<file path="src/rtl/dmareg_pkg.sv">
package dmareg_pkg;
  localparam int DATA_W   = 32;
  localparam int IDX_MAX  = 32;
  localparam int IRQ_N    = 5;

  localparam int A_CFG    = 'h180;
  localparam int A_ESR    = 'h181;
  localparam int A_IER    = 'h182;
  localparam int A_TXSET  = 'h184;
  localparam int A_TXCLR  = 'h185;
  localparam int A_TXEOB  = 'h186;
  localparam int A_TXDE   = 'h188;
  localparam int A_RXSET  = 'h190;
  localparam int A_RXCLR  = 'h191;
  localparam int A_RXEOB  = 'h192;
  localparam int A_RXDE   = 'h193;
  localparam int A_TXPTR  = 'h1A0;
  localparam int A_RXPTR  = 'h1C0;
  localparam int A_RXSZ   = 'h1E0;

  localparam logic [DATA_W-1:0] CFG_RST   = 32'h0007_C000;
  localparam logic [DATA_W-1:0] CFG_KEEP  = 32'h00FF_C087;
  localparam logic [DATA_W-1:0] TXA_KEEP  = 32'hF000_0000;
  localparam logic [DATA_W-1:0] RXA_KEEP  = 32'hC000_0000;

  typedef enum logic [1:0] {
    SRC_REG,
    SRC_TXP,
    SRC_RXP,
    SRC_RXS
  } rd_src_e;
endpackage

</file>
<file path="src/rtl/dmareg_w1c.sv">
module dmareg_w1c #(
  parameter int W = 4
) (
  input  logic         clk,
  input  logic         rst,
  input  logic         clr_all,
  input  logic [W-1:0] set_i,
  input  logic         clr_we,
  input  logic [W-1:0] clr_i,
  output logic [W-1:0] q
);
  logic [W-1:0] clr_mask;
  assign clr_mask = clr_we ? clr_i : '0;

  always_ff @(posedge clk) begin
    if (rst || clr_all) q <= '0;
    else                q <= (q & ~clr_mask) | set_i;
  end
endmodule

</file>
<file path="src/rtl/dmareg_chan_mem.sv">
module dmareg_chan_mem #(
  parameter int DEPTH = 4,
  parameter int W     = 32,
  localparam int AW   = (DEPTH > 1) ? $clog2(DEPTH) : 1
) (
  input  logic          clk,
  input  logic          we,
  input  logic [AW-1:0] waddr,
  input  logic [W-1:0]  wdata,
  input  logic          re,
  input  logic [AW-1:0] raddr,
  output logic [W-1:0]  rdata
);
  logic [W-1:0] mem [DEPTH];

  always_ff @(posedge clk) begin
    if (we) mem[waddr] <= wdata;
  end

  always_ff @(posedge clk) begin
    if (re) rdata <= mem[raddr];
  end
endmodule

</file>
<file path="src/rtl/dma_chan_regs.sv">
module dma_chan_regs
  import dmareg_pkg::*;
#(
  parameter int TX_CH  = 4,
  parameter int RX_CH  = 2,
  parameter int ERR_W  = 8,
  parameter int ADDR_W = 10
) (
  input  logic              clk,
  input  logic              rst,
  input  logic              wr_en,
  input  logic              rd_en,
  input  logic [ADDR_W-1:0] addr,
  input  logic [31:0]       wdata,
  output logic [31:0]       rdata,
  input  logic [TX_CH-1:0]  txeob_ev,
  input  logic [RX_CH-1:0]  rxeob_ev,
  input  logic [TX_CH-1:0]  txde_ev,
  input  logic [RX_CH-1:0]  rxde_ev,
  input  logic [ERR_W-1:0]  err_ev,
  output logic [4:0]        irq
);
  localparam int TX_AW = (TX_CH > 1) ? $clog2(TX_CH) : 1;
  localparam int RX_AW = (RX_CH > 1) ? $clog2(RX_CH) : 1;

  // address decode
  logic hit_txp, hit_rxp, hit_rxs;
  logic [TX_AW-1:0] txp_idx;
  logic [RX_AW-1:0] rxp_idx, rxs_idx;

  assign hit_txp = (addr >= ADDR_W'(A_TXPTR)) && (addr < ADDR_W'(A_TXPTR + TX_CH));
  assign hit_rxp = (addr >= ADDR_W'(A_RXPTR)) && (addr < ADDR_W'(A_RXPTR + RX_CH));
  assign hit_rxs = (addr >= ADDR_W'(A_RXSZ))  && (addr < ADDR_W'(A_RXSZ + RX_CH));
  assign txp_idx = TX_AW'(addr - ADDR_W'(A_TXPTR));
  assign rxp_idx = RX_AW'(addr - ADDR_W'(A_RXPTR));
  assign rxs_idx = RX_AW'(addr - ADDR_W'(A_RXSZ));

  function automatic logic wr_at(input logic we, input logic [ADDR_W-1:0] a, input int tgt);
    return we && (a == ADDR_W'(tgt));
  endfunction

  logic soft_rst;
  assign soft_rst = wr_at(wr_en, addr, A_CFG) && wdata[31];

  // control registers
  logic [31:0] cfg_q, txact_q, rxact_q;
  logic [4:0]  ier_q;

  always_ff @(posedge clk) begin
    if (rst || soft_rst) begin
      cfg_q   <= CFG_RST;
      ier_q   <= '0;
      txact_q <= '0;
      rxact_q <= '0;
    end else if (wr_en) begin
      if (addr == ADDR_W'(A_CFG))   cfg_q   <= wdata & CFG_KEEP;
      if (addr == ADDR_W'(A_IER))   ier_q   <= wdata[4:0];
      if (addr == ADDR_W'(A_TXSET)) txact_q <= txact_q | (wdata & TXA_KEEP);
      if (addr == ADDR_W'(A_TXCLR)) txact_q <= txact_q & ~(wdata & TXA_KEEP);
      if (addr == ADDR_W'(A_RXSET)) rxact_q <= rxact_q | (wdata & RXA_KEEP);
      if (addr == ADDR_W'(A_RXCLR)) rxact_q <= rxact_q & ~(wdata & RXA_KEEP);
    end
  end

  // write-one-to-clear status words
  logic [ERR_W-1:0] esr_q;
  logic [TX_CH-1:0] txeob_q, txde_q;
  logic [RX_CH-1:0] rxeob_q, rxde_q;

  dmareg_w1c #(.W(ERR_W)) u_esr (
    .clk(clk), .rst(rst), .clr_all(soft_rst), .set_i(err_ev),
    .clr_we(wr_at(wr_en, addr, A_ESR)), .clr_i(wdata[ERR_W-1:0]), .q(esr_q));
  dmareg_w1c #(.W(TX_CH)) u_txeob (
    .clk(clk), .rst(rst), .clr_all(soft_rst), .set_i(txeob_ev),
    .clr_we(wr_at(wr_en, addr, A_TXEOB)), .clr_i(wdata[TX_CH-1:0]), .q(txeob_q));
  dmareg_w1c #(.W(RX_CH)) u_rxeob (
    .clk(clk), .rst(rst), .clr_all(soft_rst), .set_i(rxeob_ev),
    .clr_we(wr_at(wr_en, addr, A_RXEOB)), .clr_i(wdata[RX_CH-1:0]), .q(rxeob_q));
  dmareg_w1c #(.W(TX_CH)) u_txde (
    .clk(clk), .rst(rst), .clr_all(soft_rst), .set_i(txde_ev),
    .clr_we(wr_at(wr_en, addr, A_TXDE)), .clr_i(wdata[TX_CH-1:0]), .q(txde_q));
  dmareg_w1c #(.W(RX_CH)) u_rxde (
    .clk(clk), .rst(rst), .clr_all(soft_rst), .set_i(rxde_ev),
    .clr_we(wr_at(wr_en, addr, A_RXDE)), .clr_i(wdata[RX_CH-1:0]), .q(rxde_q));

  // per-channel arrays (no reset, RAM-friendly)
  logic [31:0] txp_rd, rxp_rd;
  logic [7:0]  rxs_rd;

  dmareg_chan_mem #(.DEPTH(TX_CH), .W(32)) u_txptr (
    .clk(clk), .we(wr_en && hit_txp), .waddr(txp_idx), .wdata(wdata),
    .re(rd_en && hit_txp), .raddr(txp_idx), .rdata(txp_rd));
  dmareg_chan_mem #(.DEPTH(RX_CH), .W(32)) u_rxptr (
    .clk(clk), .we(wr_en && hit_rxp), .waddr(rxp_idx), .wdata(wdata),
    .re(rd_en && hit_rxp), .raddr(rxp_idx), .rdata(rxp_rd));
  dmareg_chan_mem #(.DEPTH(RX_CH), .W(8)) u_rxsize (
    .clk(clk), .we(wr_en && hit_rxs), .waddr(rxs_idx), .wdata(wdata[7:0]),
    .re(rd_en && hit_rxs), .raddr(rxs_idx), .rdata(rxs_rd));

  // read path
  logic [31:0] reg_val, reg_rd_q;
  rd_src_e     src_d, src_q;

  always_comb begin
    reg_val = '0;
    unique case (addr)
      ADDR_W'(A_CFG):   reg_val = cfg_q;
      ADDR_W'(A_ESR):   reg_val = 32'(esr_q);
      ADDR_W'(A_IER):   reg_val = 32'(ier_q);
      ADDR_W'(A_TXSET),
      ADDR_W'(A_TXCLR): reg_val = txact_q;
      ADDR_W'(A_RXSET),
      ADDR_W'(A_RXCLR): reg_val = rxact_q;
      ADDR_W'(A_TXEOB): reg_val = 32'(txeob_q);
      ADDR_W'(A_TXDE):  reg_val = 32'(txde_q);
      ADDR_W'(A_RXEOB): reg_val = 32'(rxeob_q);
      ADDR_W'(A_RXDE):  reg_val = 32'(rxde_q);
      default:          reg_val = '0;
    endcase
    if (hit_txp)      src_d = SRC_TXP;
    else if (hit_rxp) src_d = SRC_RXP;
    else if (hit_rxs) src_d = SRC_RXS;
    else              src_d = SRC_REG;
  end

  always_ff @(posedge clk) begin
    if (rst) begin
      reg_rd_q <= '0;
      src_q    <= SRC_REG;
    end else if (rd_en) begin
      reg_rd_q <= reg_val;
      src_q    <= src_d;
    end
  end

  always_comb begin
    unique case (src_q)
      SRC_TXP: rdata = txp_rd;
      SRC_RXP: rdata = rxp_rd;
      SRC_RXS: rdata = 32'(rxs_rd);
      default: rdata = reg_rd_q;
    endcase
  end

  // interrupt lines
  always_ff @(posedge clk) begin
    if (rst) irq <= '0;
    else begin
      irq[0] <= (|esr_q)   & ier_q[0];
      irq[1] <= (|txeob_q) & ier_q[1];
      irq[2] <= (|rxeob_q) & ier_q[2];
      irq[3] <= (|txde_q)  & ier_q[3];
      irq[4] <= (|rxde_q)  & ier_q[4];
    end
  end
endmodule

</file>
<file path="config.mk">
export PLATFORM = sky130hd
export DESIGN_NAME = dma_chan_regs
export DESIGN_NICKNAME = d
export VERILOG_FILES = /design/src/rtl/dmareg_pkg.sv /design/src/rtl/dmareg_w1c.sv /design/src/rtl/dmareg_chan_mem.sv /design/src/rtl/dma_chan_regs.sv
export SDC_FILE = /design/constraint.sdc
export NUM_CORES = 1
export LEC_CHECK = 0
export BUFFER_PORTS_ARGS = -buffer_cell sky130_fd_sc_hd__buf_4
export CORE_MARGIN = 5
export CORE_UTILIZATION = 30
export DETAILED_ROUTE_END_ITERATION = 16
export SYNTH_ARGS = -nofsm -noshare
export SYNTH_HDL_FRONTEND = slang
export SYNTH_HIERARCHICAL = 1
export SYNTH_SLANG_ARGS = --single-unit
</file>
<file path="constraint.sdc">
create_clock -name clk -period 5.78 [get_ports clk]
set_input_delay 0.578 -clock clk [delete_from_list [all_inputs] [get_ports clk]]
set_output_delay 0.578 -clock clk [all_outputs]
set_load 0.01 [all_outputs]
</file>
Word level (Yosys, flattened, before mapping)
Memory sizes are Yosys's and may differ from the RTL's. A register that Yosys moved wholly into a read port is not among the register bits.
Index checks and enable logic that the tools add are counted.
{"block": "word_totals", "latchBits": 0, "reg_bits": 142, "mem_bits_rw": 208, "rom_bits": 0, "out_inout_bits": 37, "mem_count": 3}
{"memory": "u_txptr.mem", "depth": 4, "width": 32, "rd": 1, "rd_clocked_by_memory_dff": 1, "write_ports": 1, "line_no": "dmareg_chan_mem.sv:14", "rtl": "logic [W-1:0] mem [DEPTH];"}
{"memory": "u_rxptr.mem", "depth": 2, "width": 32, "rd": 1, "rd_clocked_by_memory_dff": 1, "write_ports": 1, "line_no": "dmareg_chan_mem.sv:14"}
{"memory": "u_rxsize.mem", "depth": 2, "width": 8, "rd": 1, "rd_clocked_by_memory_dff": 1, "write_ports": 1, "line_no": "dmareg_chan_mem.sv:14"}
{"block": "op_classes", "n_bitwise": 26, "shift": 0, "n_mul": 0, "div_mod_pow": 0, "reduce_logical": 30, "addsub": 3, "eq_ne": 14, "mux": 20, "order_cmp": 6}
{"operator": "$pmux W32 S9", "n": 1}
{"operator": "$mux W32", "n": 4}
{"operator": "$eq A10 B9 Y1 const B", "n": 11}
{"operator": "$pmux W32 S3", "n": 1}
{"operator": "$and A32 B32 Y32", "n": 2}
{"operator": "$not A32 Y32", "n": 2}
{"operator": "$or A32 B32 Y32", "n": 2}
{"operator": "$ge A10 B9 Y1 const B", "n": 3}
{"operator": "$lt A10 B9 Y1 const B", "n": 3}
{"operator": "$logic_and A1 B1 Y1", "n": 16}
{"operator": "$mux W2", "n": 5}
{"operator": "$and A4 B4 Y4", "n": 2}
{"operator": "$and A8 B8 Y8", "n": 1}
{"operator": "$mux W4", "n": 2}
{"operator": "$mux W8", "n": 1}
{"operator": "$not A4 Y4", "n": 2}
{"operator": "$not A8 Y8", "n": 1}
{"operator": "$or A4 B4 Y4", "n": 2}
{"operator": "$or A8 B8 Y8", "n": 1}
{"operator": "$reduce_and A2 Y1", "n": 4}
{"operator": "$reduce_or A2 Y1", "n": 4}
{"operator": "$reduce_or A4 Y1", "n": 2}
{"operator": "$reduce_or A8 Y1", "n": 1}
{"operator": "$mux W1", "n": 6}
{"operator": "10 further kinds", "n": 20}

Depth between registers and ports, before layout
Gate-level depths: netlist (run 1).
{"block": "depth", "ltp_word": 6, "mapped_depth": 7, "mapped_depth_nobuf": 5}

Hierarchy
Netlist (run 1), hierarchy kept.
{"mod": "dmareg_chan_mem (u_txptr)", "instances": 1, "area_each_um2": 5650.4, "cells_per_inst": 203, "seq_area_each_um2": 4804.6}
{"mod": "dmareg_chan_mem (u_rxptr)", "instances": 1, "area_each_um2": 3439.5, "cells_per_inst": 134, "seq_area_each_um2": 2882.8}
{"mod": "dma_chan_regs", "instances": 1, "area_each_um2": 3151.8, "cells_per_inst": 370, "seq_area_each_um2": 1081.0}
{"mod": "dmareg_chan_mem (u_rxsize)", "instances": 1, "area_each_um2": 864.6, "cells_per_inst": 35, "seq_area_each_um2": 720.7}
{"mod": "dmareg_w1c (u_txde ...)", "instances": 2, "area_each_um2": 146.4, "cells_per_inst": 13, "seq_area_each_um2": 80.1}
{"mod": "dmareg_w1c (u_esr)", "instances": 1, "area_each_um2": 291.5, "cells_per_inst": 25, "seq_area_each_um2": 160.2}
{"mod": "dmareg_w1c (u_rxde ...)", "instances": 2, "area_each_um2": 73.8, "cells_per_inst": 7, "seq_area_each_um2": 40.0}

Worst setup path before layout (run 1)
No wires, ideal clock.
{"block": "synth_path", "path_kind": "input port to flip-flop", "start": "input addr[3]", "end": "memory u_txptr.mem[0][0] (enable)", "required_time_ps": 5312, "cell_stages": 6, "n_path_buf": 2, "arrival_ps": 3828, "setup_slack_ps": 1484, "path_cell_list": "buf_6 -> clkbuf_1 -> nor3_1 -> nand3_1 -> nor2_1 -> nor3b_1"}
{"block": "synth_between", "elab_chain_cells": 5, "word_cells_on_any_way": 6}
{"element": "start, declared", "line_no": "dma_chan_regs.sv:13", "rtl": "input logic [ADDR_W-1:0] addr,"}
{"element": "$ge A10 B9 Y1 / $lt A10 B9 Y1 (equally long branches)", "line_no": "dma_chan_regs.sv:31", "rtl": "assign hit_txp = (addr >= ADDR_W'(A_TXPTR)) && (addr < ADDR_W'(A_TXPTR + TX_CH));"}
{"element": "$logic_and A1 B1 Y1 (*)", "line_no": "dma_chan_regs.sv:31"}
{"element": "$logic_and A1 B1 Y1 (*)", "line_no": "dma_chan_regs.sv:91", "rtl": ".clk(clk), .we(wr_en && hit_txp), .waddr(txp_idx), .wdata(wdata),"}
{"element": "$mux W1 (*)", "line_no": "dmareg_chan_mem.sv:17", "rtl": "if (we) mem[waddr] <= wdata;"}
{"element": "$mux W1 (implied by the code) (*)", "line_no": "dmareg_chan_mem.sv:17"}
{"element": "end, declared", "line_no": "dmareg_chan_mem.sv:14"}
Mark *: on every way between the ends. The rest lies on a longest branch, timed or not.

Worst setup path after layout (run 1)
{"block": "layout_path", "start": "register src_q[0]", "end": "output rdata[14]"}
{"block": "layout_between", "elab_chain_cells": 2, "word_cells_on_any_way": 4}
{"element": "start, declared", "line_no": "dma_chan_regs.sv:102", "rtl": "rd_src_e src_d, src_q;"}
{"element": "start signal, assigned", "line_no": "dma_chan_regs.sv:132", "rtl": "src_q <= src_d;"}
{"element": "$eq A2 B2 Y1 / $eq A2 B1 Y1 (equally long branches)", "line_no": "dma_chan_regs.sv:137", "rtl": "unique case (src_q)"}
{"element": "$pmux W32 S3 (*)", "line_no": "dma_chan_regs.sv:137"}
{"element": "end, declared", "line_no": "dma_chan_regs.sv:15", "rtl": "output logic [31:0] rdata,"}
Marked as above.

==> out/qor.csv, run 1 <==
stage;metric;value;unit
global_route;vias in the first global route;7704;
power_and_ir_drop;Sequential Power Share;51.5;%
worst_hold_path;Hold Path Depth;2;
floorplan;area of the die;0.05052;mm^2
clock_tree;Setup Fix Bufs, Post-CTS;0;
finish;Multi-input gate area;0.003635;mm^2
power_and_ir_drop;Final Power;5368;uW
clock_tree;Worst-Skew Late Latency;530;ps
detailed_routing;DR vias;7434;
detailed_routing;WL met2;15.67;mm
detailed_routing;Initial DRC Count;507;
clock_tree;Worst-path clk slew;60;ps
worst_setup_path;CP Class;reg -> out;
timing;setup violators final;0;
detailed_routing;Top Metal Used;met4;
timing;RSZ-0062 raised after global routing;false;
detailed_routing;final WL;31.11;mm
clock_tree;# hold bufs at CTS;0;
floorplan;Core ar.;0.04548;mm^2
logic_synthesis;syn_nets;873;
worst_setup_path;CP required;5200;ps
global_route;pin count of the biggest net entering global routing;58;
logic_synthesis;top-area cell type share of the netlist area;60.76;%
logic_synthesis;Synth area leader;edfxtp_1;
clock_tree;H-tree depth;2;
global_route;GRT Total Usage;12.04;%
clock_tree;CTS buffer count;35;
timing;Max Clock Skew;28.02;ps
power_and_ir_drop;clock share of power;44.5;%
global_route;grt ovf;0;
power_and_ir_drop;Logic pwr share;4.1;%
power_and_ir_drop;peak supply drop;0.0002120;V
logic_synthesis;syn avg cell area;17.15;um^2
logic_synthesis;Netlist cell types;57;
timing;fin crit period;3055;ps
placed_design;RePlAce Congestion;0.8494;
floorplan;Starting Density;30.43;%
power_and_ir_drop;leakage power;0.005423;uW
worst_setup_path;Startpoint Class;register;
worst_setup_path;RR Endpoint;reg_rd_q[0];
placed_design;PortBufs;102;
detailed_routing;Detail Route met3 WL;1.596;mm
worst_hold_path;worst hold path class;in -> reg;
detailed_routing;WL/cell;20.28;um
finish;ANT cells;0;
logic_synthesis;top cells by area, synth;edfxtp_1, dfxtp_1, mux4_2;
floorplan;Die W;224.8;um
worst_setup_path;Reg-to-Reg Start;u_rxde/q[0];
timing;endpoints failing hold;0;
logic_synthesis;#FFs+latches synth;354;
timing;fmax;327.3;MHz
timing;setup TNS;0;ps
worst_hold_path;Worst Hold Path EP;u_txeob/q[3];
finish;Total Nets Final;973;
timing;Pins Over Slew Limit;0;
timing;Worst slew margin;30.98;%
finish;Area growth syn-to-layout;18.10;%
logic_synthesis;Gate Count Post-Synth;807;
clock_tree;root buffer cell;clkbuf_16;
logic_synthesis;Seq/Total Area, Yosys;71.46;%
timing;Worst-Margin Slew;1035;ps
placed_design;DP HPWL;19.50;mm
floorplan;I/O pins;103;
clock_tree;clock sinks;354;
worst_setup_path;Setup crit end kind;output pin;
worst_setup_path;reg-to-reg slack, setup;4430;ps
clock_tree;clock tree buffer depth;3;
finish;FF/Latch Area;0.009891;mm^2
detailed_routing;Vias/cell;4.846;
logic_synthesis;YS warnings;6;
worst_setup_path;Critical Path Fanout Max;24;
logic_synthesis;Post-synth top flop;edfxtp_1;
worst_setup_path;CP arrival;2480;ps
flow_run;max cap viols;0;
timing;period utilization;52.86;%
floorplan;row count;78;
run_status;run status;completed;
detailed_routing;Routed met1 length;13.16;mm
logic_synthesis;Post-synth EDFFs;280;
worst_setup_path;FF-to-FF path depth;4;
floorplan;Die Ht;224.8;um
finish;filler instances;4348;
detailed_routing;drc violations;0;
detailed_routing;drt pass-1 iters;4;
worst_hold_path;Hold Crit Start;txeob_ev[3];
worst_setup_path;Crit. Startpoint;src_q[0];
power_and_ir_drop;Switching Share;19.91;%
clock_tree;CTS resizes;0;
logic_synthesis;Post-synth ARST share;0;%
global_route;global-route wire length before repair;46.67;mm
power_and_ir_drop;Int Pwr;4299;uW
finish;share of cells above drive strength 1;27.73;%
power_and_ir_drop;Power Density;328.4;mW/mm^2
global_route;initial antenna violation count;0;
detailed_routing;Detail Route Antenna Nets;0;
logic_synthesis;mapped cell area;0.01384;mm^2
clock_tree;CTS tree;done;
power_and_ir_drop;Sw Pwr;1069;uW
cells in the mapped netlist, types with 4 or more instances:
cell type / n
buf_6: 5
a22o_1: 12
a311oi_1: 5
a32o_1: 7
nor2_1: 32
and2_1: 4
mux2i_1: 20
nand2b_1: 6
mux2_4: 38
or3_1: 4
mux4_2: 38
buf_12: 6
nand2_1: 30
dfxtp_1: 74
a22oi_1: 10
a21oi_1: 25
nor4_1: 10
nor3_1: 14
o21ai_0: 28
buf_2: 10
edfxtp_1: 280
clkbuf_1: 22
nor3b_1: 6
nand3b_1: 16
nand3_1: 9
o21bai_1: 5
a21boi_0: 16
a21boi_1: 4
nor2b_1: 5
and3_1: 4
inv_1: 6
o21a_1: 20
worst max path at each step:
stage | endpoint | slack [ps] | depth (start not counted)
6_report | rdata[14] | 2720 | 6
5_1_grt | rdata[14] | 2550 | 6
4_1_cts | rdata[14] | 2650 | 6
3_5_place_dp | u_rxptr/mem[0][9] | 2400 | 5
3_3_place_gp | u_rxptr/mem[0][9] | 2370 | 5
2_1_floorplan | u_txptr/mem[0][0] | 1480 | 6
layout by cell type, fill, tap and decap left out, types with 4 or more instances in the layout:
cell	Yosys	routed
a21boi_0	16	16
a21boi_1	4	4
a21oi_1	25	25
a22o_1	12	12
a22oi_1	10	10
a311oi_1	5	5
a32o_1	7	7
buf_4	1	107
bufinv_16	0	6
clkbuf_1	22	6
clkbuf_16	0	37
clkinv_1	0	6
dfxtp_1	74	73
edfxtp_1	280	280
inv_1	6	6
mux2_4	38	38
mux2i_1	20	20
mux4_2	38	38
nand2_1	30	30
nand2b_1	6	6
nand3_1	9	9
nand3b_1	16	16
nor2_1	32	31
nor3_1	14	14
nor3b_1	6	5
nor4_1	10	10
o21a_1	20	20
o21ai_0	28	28
o21bai_1	5	5
or3_1	4	4
routing by layer:
layer / vias up / GRT usage [%]
met5: - / 0
met4: 0 / 3.575
met1: 3780 / 15.69
li1: 3392 / -
met3: 49 / 2.140
met2: 213 / 20.66
logic make-up (layout without fill, tap and decap cells):
logic type             count (synthesis)  after routing  share of synthesized area, %
AO/OA/AOI/OAI                        138            138                         6.826
AND/OR/NAND/NOR                      164            164                         6.935
multiplexers                         100            100                         12.30
buffers and inverters                 51            178                         2.477
flip-flops                           354            354                         71.46
cell type report:
| type | count | area share, % |
|---|---|---|
| timing repair buffer | 108 | 4.984 |
| multi-input combinational | 402 | 22.24 |
| sequential | 354 | 60.52 |
| inverter | 6 | 0.1378 |
| tap | 600 | 4.593 |
| clock buffer | 43 | 5.803 |
| clock inverter | 21 | 1.723 |
critical path, stage by stage, from the launching register on:
cell     delay, ps
dfxtp_1        630
buf_4          350
nor2b_2        180
buf_4          330
nand2_1         90
o21ai_0        180
buf_4          200
sequential cells by signal, summed over array words and instances, names as in the netlist, named ones only:
signal	count
src_q	2
u_txeob/q	4
ier_q	5
irq	5
u_rxeob/q	2
u_esr/q	8
cfg_q	14
u_rxptr/mem	64
reg_rd_q	22
u_txptr/mem	128
u_rxptr/rdata	32
u_rxsize/rdata	8
u_rxsize/mem	16
u_rxde/q	2
u_txde/q	4
u_txptr/rdata	32
per-stage QoR:
| stage | hold slack, ps | setup WS (ps) | area, um^2 | utilization, % | std cells |
|---|---|---|---|---|---|
| after global routing | 256.5 | 2551 | 16340 | 35.94 | 1534 |
| after global placement | 437.3 | 2367 | 15110 | 33.23 | 1470 |
| after floorplan | 420.5 | 1484 | 13840 | - | 807 |
| final | 267.8 | 2725 | 16340 | 35.94 | 1534 |
| after CTS | 252.1 | 2654 | 16340 | 35.94 | 1534 |
| after detailed placement | 444.7 | 2405 | 15110 | 33.23 | 1470 |
power groups by stage:
stage	Combinational, uW	Sequential (uW)	Clock, uW
floorplan	127	2810	0
detailed placement	222	2820	0
global route	236	2760	2550
CTS	223	2760	2450
finish	218	2760	2390
global placement	217	2820	0
No activity file was read; power rests on OpenSTA's default activity.
==> inputs of run 2 (changes only) <==
--- a/config.mk
+++ b/config.mk
@@ -5,6 +5,7 @@
 export SDC_FILE = /design/constraint.sdc
 export NUM_CORES = 1
 export LEC_CHECK = 0
+export ABC_AREA = 1
 export BUFFER_PORTS_ARGS = -buffer_cell sky130_fd_sc_hd__buf_4
 export CORE_MARGIN = 5
 export CORE_UTILIZATION = 30
==> constraint.sdc (replaced) <==
create_clock -name clk -period 3.1 [get_ports clk]
set_input_delay 0.31 -clock clk [delete_from_list [all_inputs] [get_ports clk]]
set_output_delay 0.31 -clock clk [all_outputs]
set_load 0.01 [all_outputs]
==> run 2 against run 1 <==
  * Count of clock-buffer cells in the layout up 5
  * Flip-flop and latch count is the same
  * Highest routed layer unchanged
  * Combinational power rose by 100%
  * Non-clock buffer count grew 29
  * Die area grew 5.0%
  * Largest power group unchanged
  * Wire length is 15% higher
  * Sequential power rose by 87%
  * Sequential share of layout area is 3.1 points lower
==> out/qor.csv, run 2 <==
stage;metric;value;unit
flow_run;max cap viols;0;
worst_setup_path;Buf/Inv on CP;3;
finish;filler instances;4677;
clock_tree;Worst-path clk slew;60;ps
detailed_routing;WL/cell;16.57;um
clock_tree;Setup Fix Bufs, Post-CTS;0;
worst_setup_path;Crit path max-delay family;buffers and inverters;
detailed_routing;DR vias;9825;
floorplan;Die Ht;230.3;um
worst_setup_path;critical path, cell by cell;inv_1 -> nor2_2 -> buf_4 -> nand2_1 -> nand4_1 -> buf_4;
logic_synthesis;Post-synth top cells;nand2_1, edfxtp_1, inv_1, nand3_1, dfxtp_1;
logic_synthesis;most frequent cell after synthesis;nand2_1;
logic_synthesis;Post-synth EDFFs;280;
worst_setup_path;most frequent CP cell;buf_4;
logic_synthesis;Gate Count Post-Synth;1402;
clock_tree;clock tree buffer depth;3;
timing;Max Clock Skew;17.53;ps
power_and_ir_drop;leakage power;0.006999;uW
power_and_ir_drop;Power Density;565.9;mW/mm^2
global_route;GRT Total Usage;13.18;%
logic_synthesis;mapped cell area;0.01457;mm^2
clock_tree;clock sinks;354;
placed_design;RePlAce Congestion;0.8351;
global_route;global-route wire length before repair;55.19;mm
timing;Pins Over Slew Limit;0;
worst_setup_path;CP max stage cell;buf_4;
timing;period utilization;75.93;%
worst_hold_path;worst hold path class;in -> reg;
logic_synthesis;top-area cell type share of the netlist area;57.73;%
logic_synthesis;Netlist cell types;36;
finish;most common cell after layout, fill and taps aside;nand2_1;
floorplan;row count;80;
worst_setup_path;CP peak stage delay;410;ps
floorplan;area of the die;0.05306;mm^2
run_status;run status;completed;
timing;fin crit period;2354;ps
global_route;pin count of the biggest net entering global routing;46;
global_route;vias in the first global route;9877;
worst_hold_path;Hold Crit Start;wdata[10];
global_route;initial antenna violation count;0;
timing;endpoints failing hold;0;
finish;Total Nets Final;1592;
floorplan;Die W;230.3;um
power_and_ir_drop;peak supply drop;0.0003185;V
finish;Biggest register;u_txptr/mem;
finish;ANT cells;0;
logic_synthesis;syn avg cell area;10.39;um^2
clock_tree;H-tree depth;2;
timing;fmax;424.8;MHz
clock_tree;CTS tree;done;
worst_setup_path;CP required;2790;ps
worst_hold_path;Hold Path Depth;1;
worst_setup_path;Crit. Startpoint;src_q[0];
finish;biggest regs;u_txptr/mem: 128 flops, u_rxptr/mem: 64 flops;
worst_setup_path;Setup crit end kind;output pin;
placed_design;DP HPWL;23.21;mm
placed_design;total placed cells including tap cells;2092;
timing;setup violators final;0;
detailed_routing;drt pass-1 iters;5;
worst_setup_path;CP arrival;2040;ps
worst_setup_path;Reg-to-Reg Start;u_esr/q[0];
floorplan;Starting Density;30.44;%
clock_tree;root buffer cell;clkbuf_16;
floorplan;I/O pins;103;
clock_tree;# hold bufs at CTS;11;
timing;setup slack after layout;746.1;ps
detailed_routing;Vias/cell;4.532;
finish;leading cell types in the layout, fill and taps excluded;nand2_1, edfxtp_1, inv_1, buf_4, nand3_1;
clock_tree;Worst-Skew Late Latency;530;ps
timing;Worst-Margin Slew;787.8;ps
clock_tree;CTS buffer count;36;
logic_synthesis;top cells by area, synth;edfxtp_1, nand2_1, dfxtp_1;
logic_synthesis;Post-synth top flop;edfxtp_1;
finish;share of cells above drive strength 1;15.84;%
detailed_routing;drc violations;0;
logic_synthesis;YS warnings;6;
detailed_routing;Detail Route Antenna Nets;0;
timing;RSZ-0062 raised after global routing;false;
finish;Area growth syn-to-layout;18.16;%
finish;max reg flops;128;
clock_tree;CTS resizes;0;
finish;Multi-input gate area;0.003597;mm^2
logic_synthesis;Seq/Total Area, Yosys;67.90;%
worst_setup_path;reg-to-reg slack, setup;2160;ps
floorplan;Core ar.;0.04785;mm^2
logic_synthesis;#FFs+latches synth;354;
logic_synthesis;Post-synth ARST share;0;%
logic_synthesis;syn_nets;1468;
finish;FF/Latch Area;0.009889;mm^2
logic_synthesis;Synth area leader;edfxtp_1;
detailed_routing;Initial DRC Count;622;
global_route;grt ovf;0;
worst_setup_path;Critical Path Fanout Max;32;
worst_setup_path;Startpoint Class;register;
placed_design;PortBufs;102;
worst_setup_path;FF-to-FF path depth;6;
detailed_routing;final WL;35.92;mm
worst_setup_path;WP depth;6;
timing;Worst slew margin;47.29;%
finish;fin cells;2168;
worst_setup_path;CP Class;reg -> out;
placed_design;placement-stage worst setup slack;641.4;ps
-- run 2: changes by cell type after synthesis, moves of 20 or more --
cell,before,now
a21oi_1,25,47
inv_1,6,187
mux2_4,38,0
mux2i_1,20,0
mux4_2,38,0
nand2_1,30,498
nand3_1,9,105
o21a_1,20,0
-- run 2: final cells by class --
| type | count | area share, % |
|---|---|---|
| inverter | 201 | 4.427 |
| timing repair buffer | 137 | 6.209 |
| tap | 615 | 4.471 |
| multi-input combinational | 796 | 20.90 |
| sequential | 354 | 57.46 |
| clock inverter | 17 | 0.7343 |
| clock buffer | 48 | 5.794 |
-- run 2: cell families (layout without fill, tap and decap cells) --
logic type	count (synthesis)	after routing	synth area share [%]
and+or+nand+nor	697	697	19.96
DFF	354	354	67.90
AOI/OAI and AO/OA	99	99	4.355
buffers and inverters	252	403	7.783
-- run 2: metal layers --
layer	part of all wire, %	track usage, %	vias up
met2	49	22.70	226
met5	0	0	-
met1	43	16.84	4748
li1	-	-	4793
met3	5.0	2.531	58
met4	2.6	4.203	0
-- run 2: power by group --
| part | internal (uW) | total (uW) | switching (uW) | leakage, uW |
|---|---|---|---|---|
| Clock | 2360 | 4130 | 1770 | 0.000546 |
| Sequential | 5140 | 5160 | 20.3 | 0.00313 |
| Combinational | 152 | 444 | 292 | 0.00332 |
-- run 2: final timing paths --
kind	end
setup / recovery	rdata[1]
hold reg to reg	register
hold / removal	u_txptr/mem[1][10]
setup reg to reg	reg_rd_q[0]
-- run 2: per-stage QoR --
step / area (um^2) / power, uW / utilization [%] / hold WS (ps) / TNS [ps]
finish: 17210 / 9740 / 35.97 / 19.78 / 0
global route: 17210 / 10090 / 35.97 / 16.38 / 0
detailed placement: 15980 / 5701 / 33.39 / 440.3 / 0
global placement: 15980 / 5692 / 33.39 / 432.7 / 0
floorplan: 14570 / 5499 / - / 408.9 / -44290
CTS: 17210 / 9848 / 35.97 / 3.092 / 0
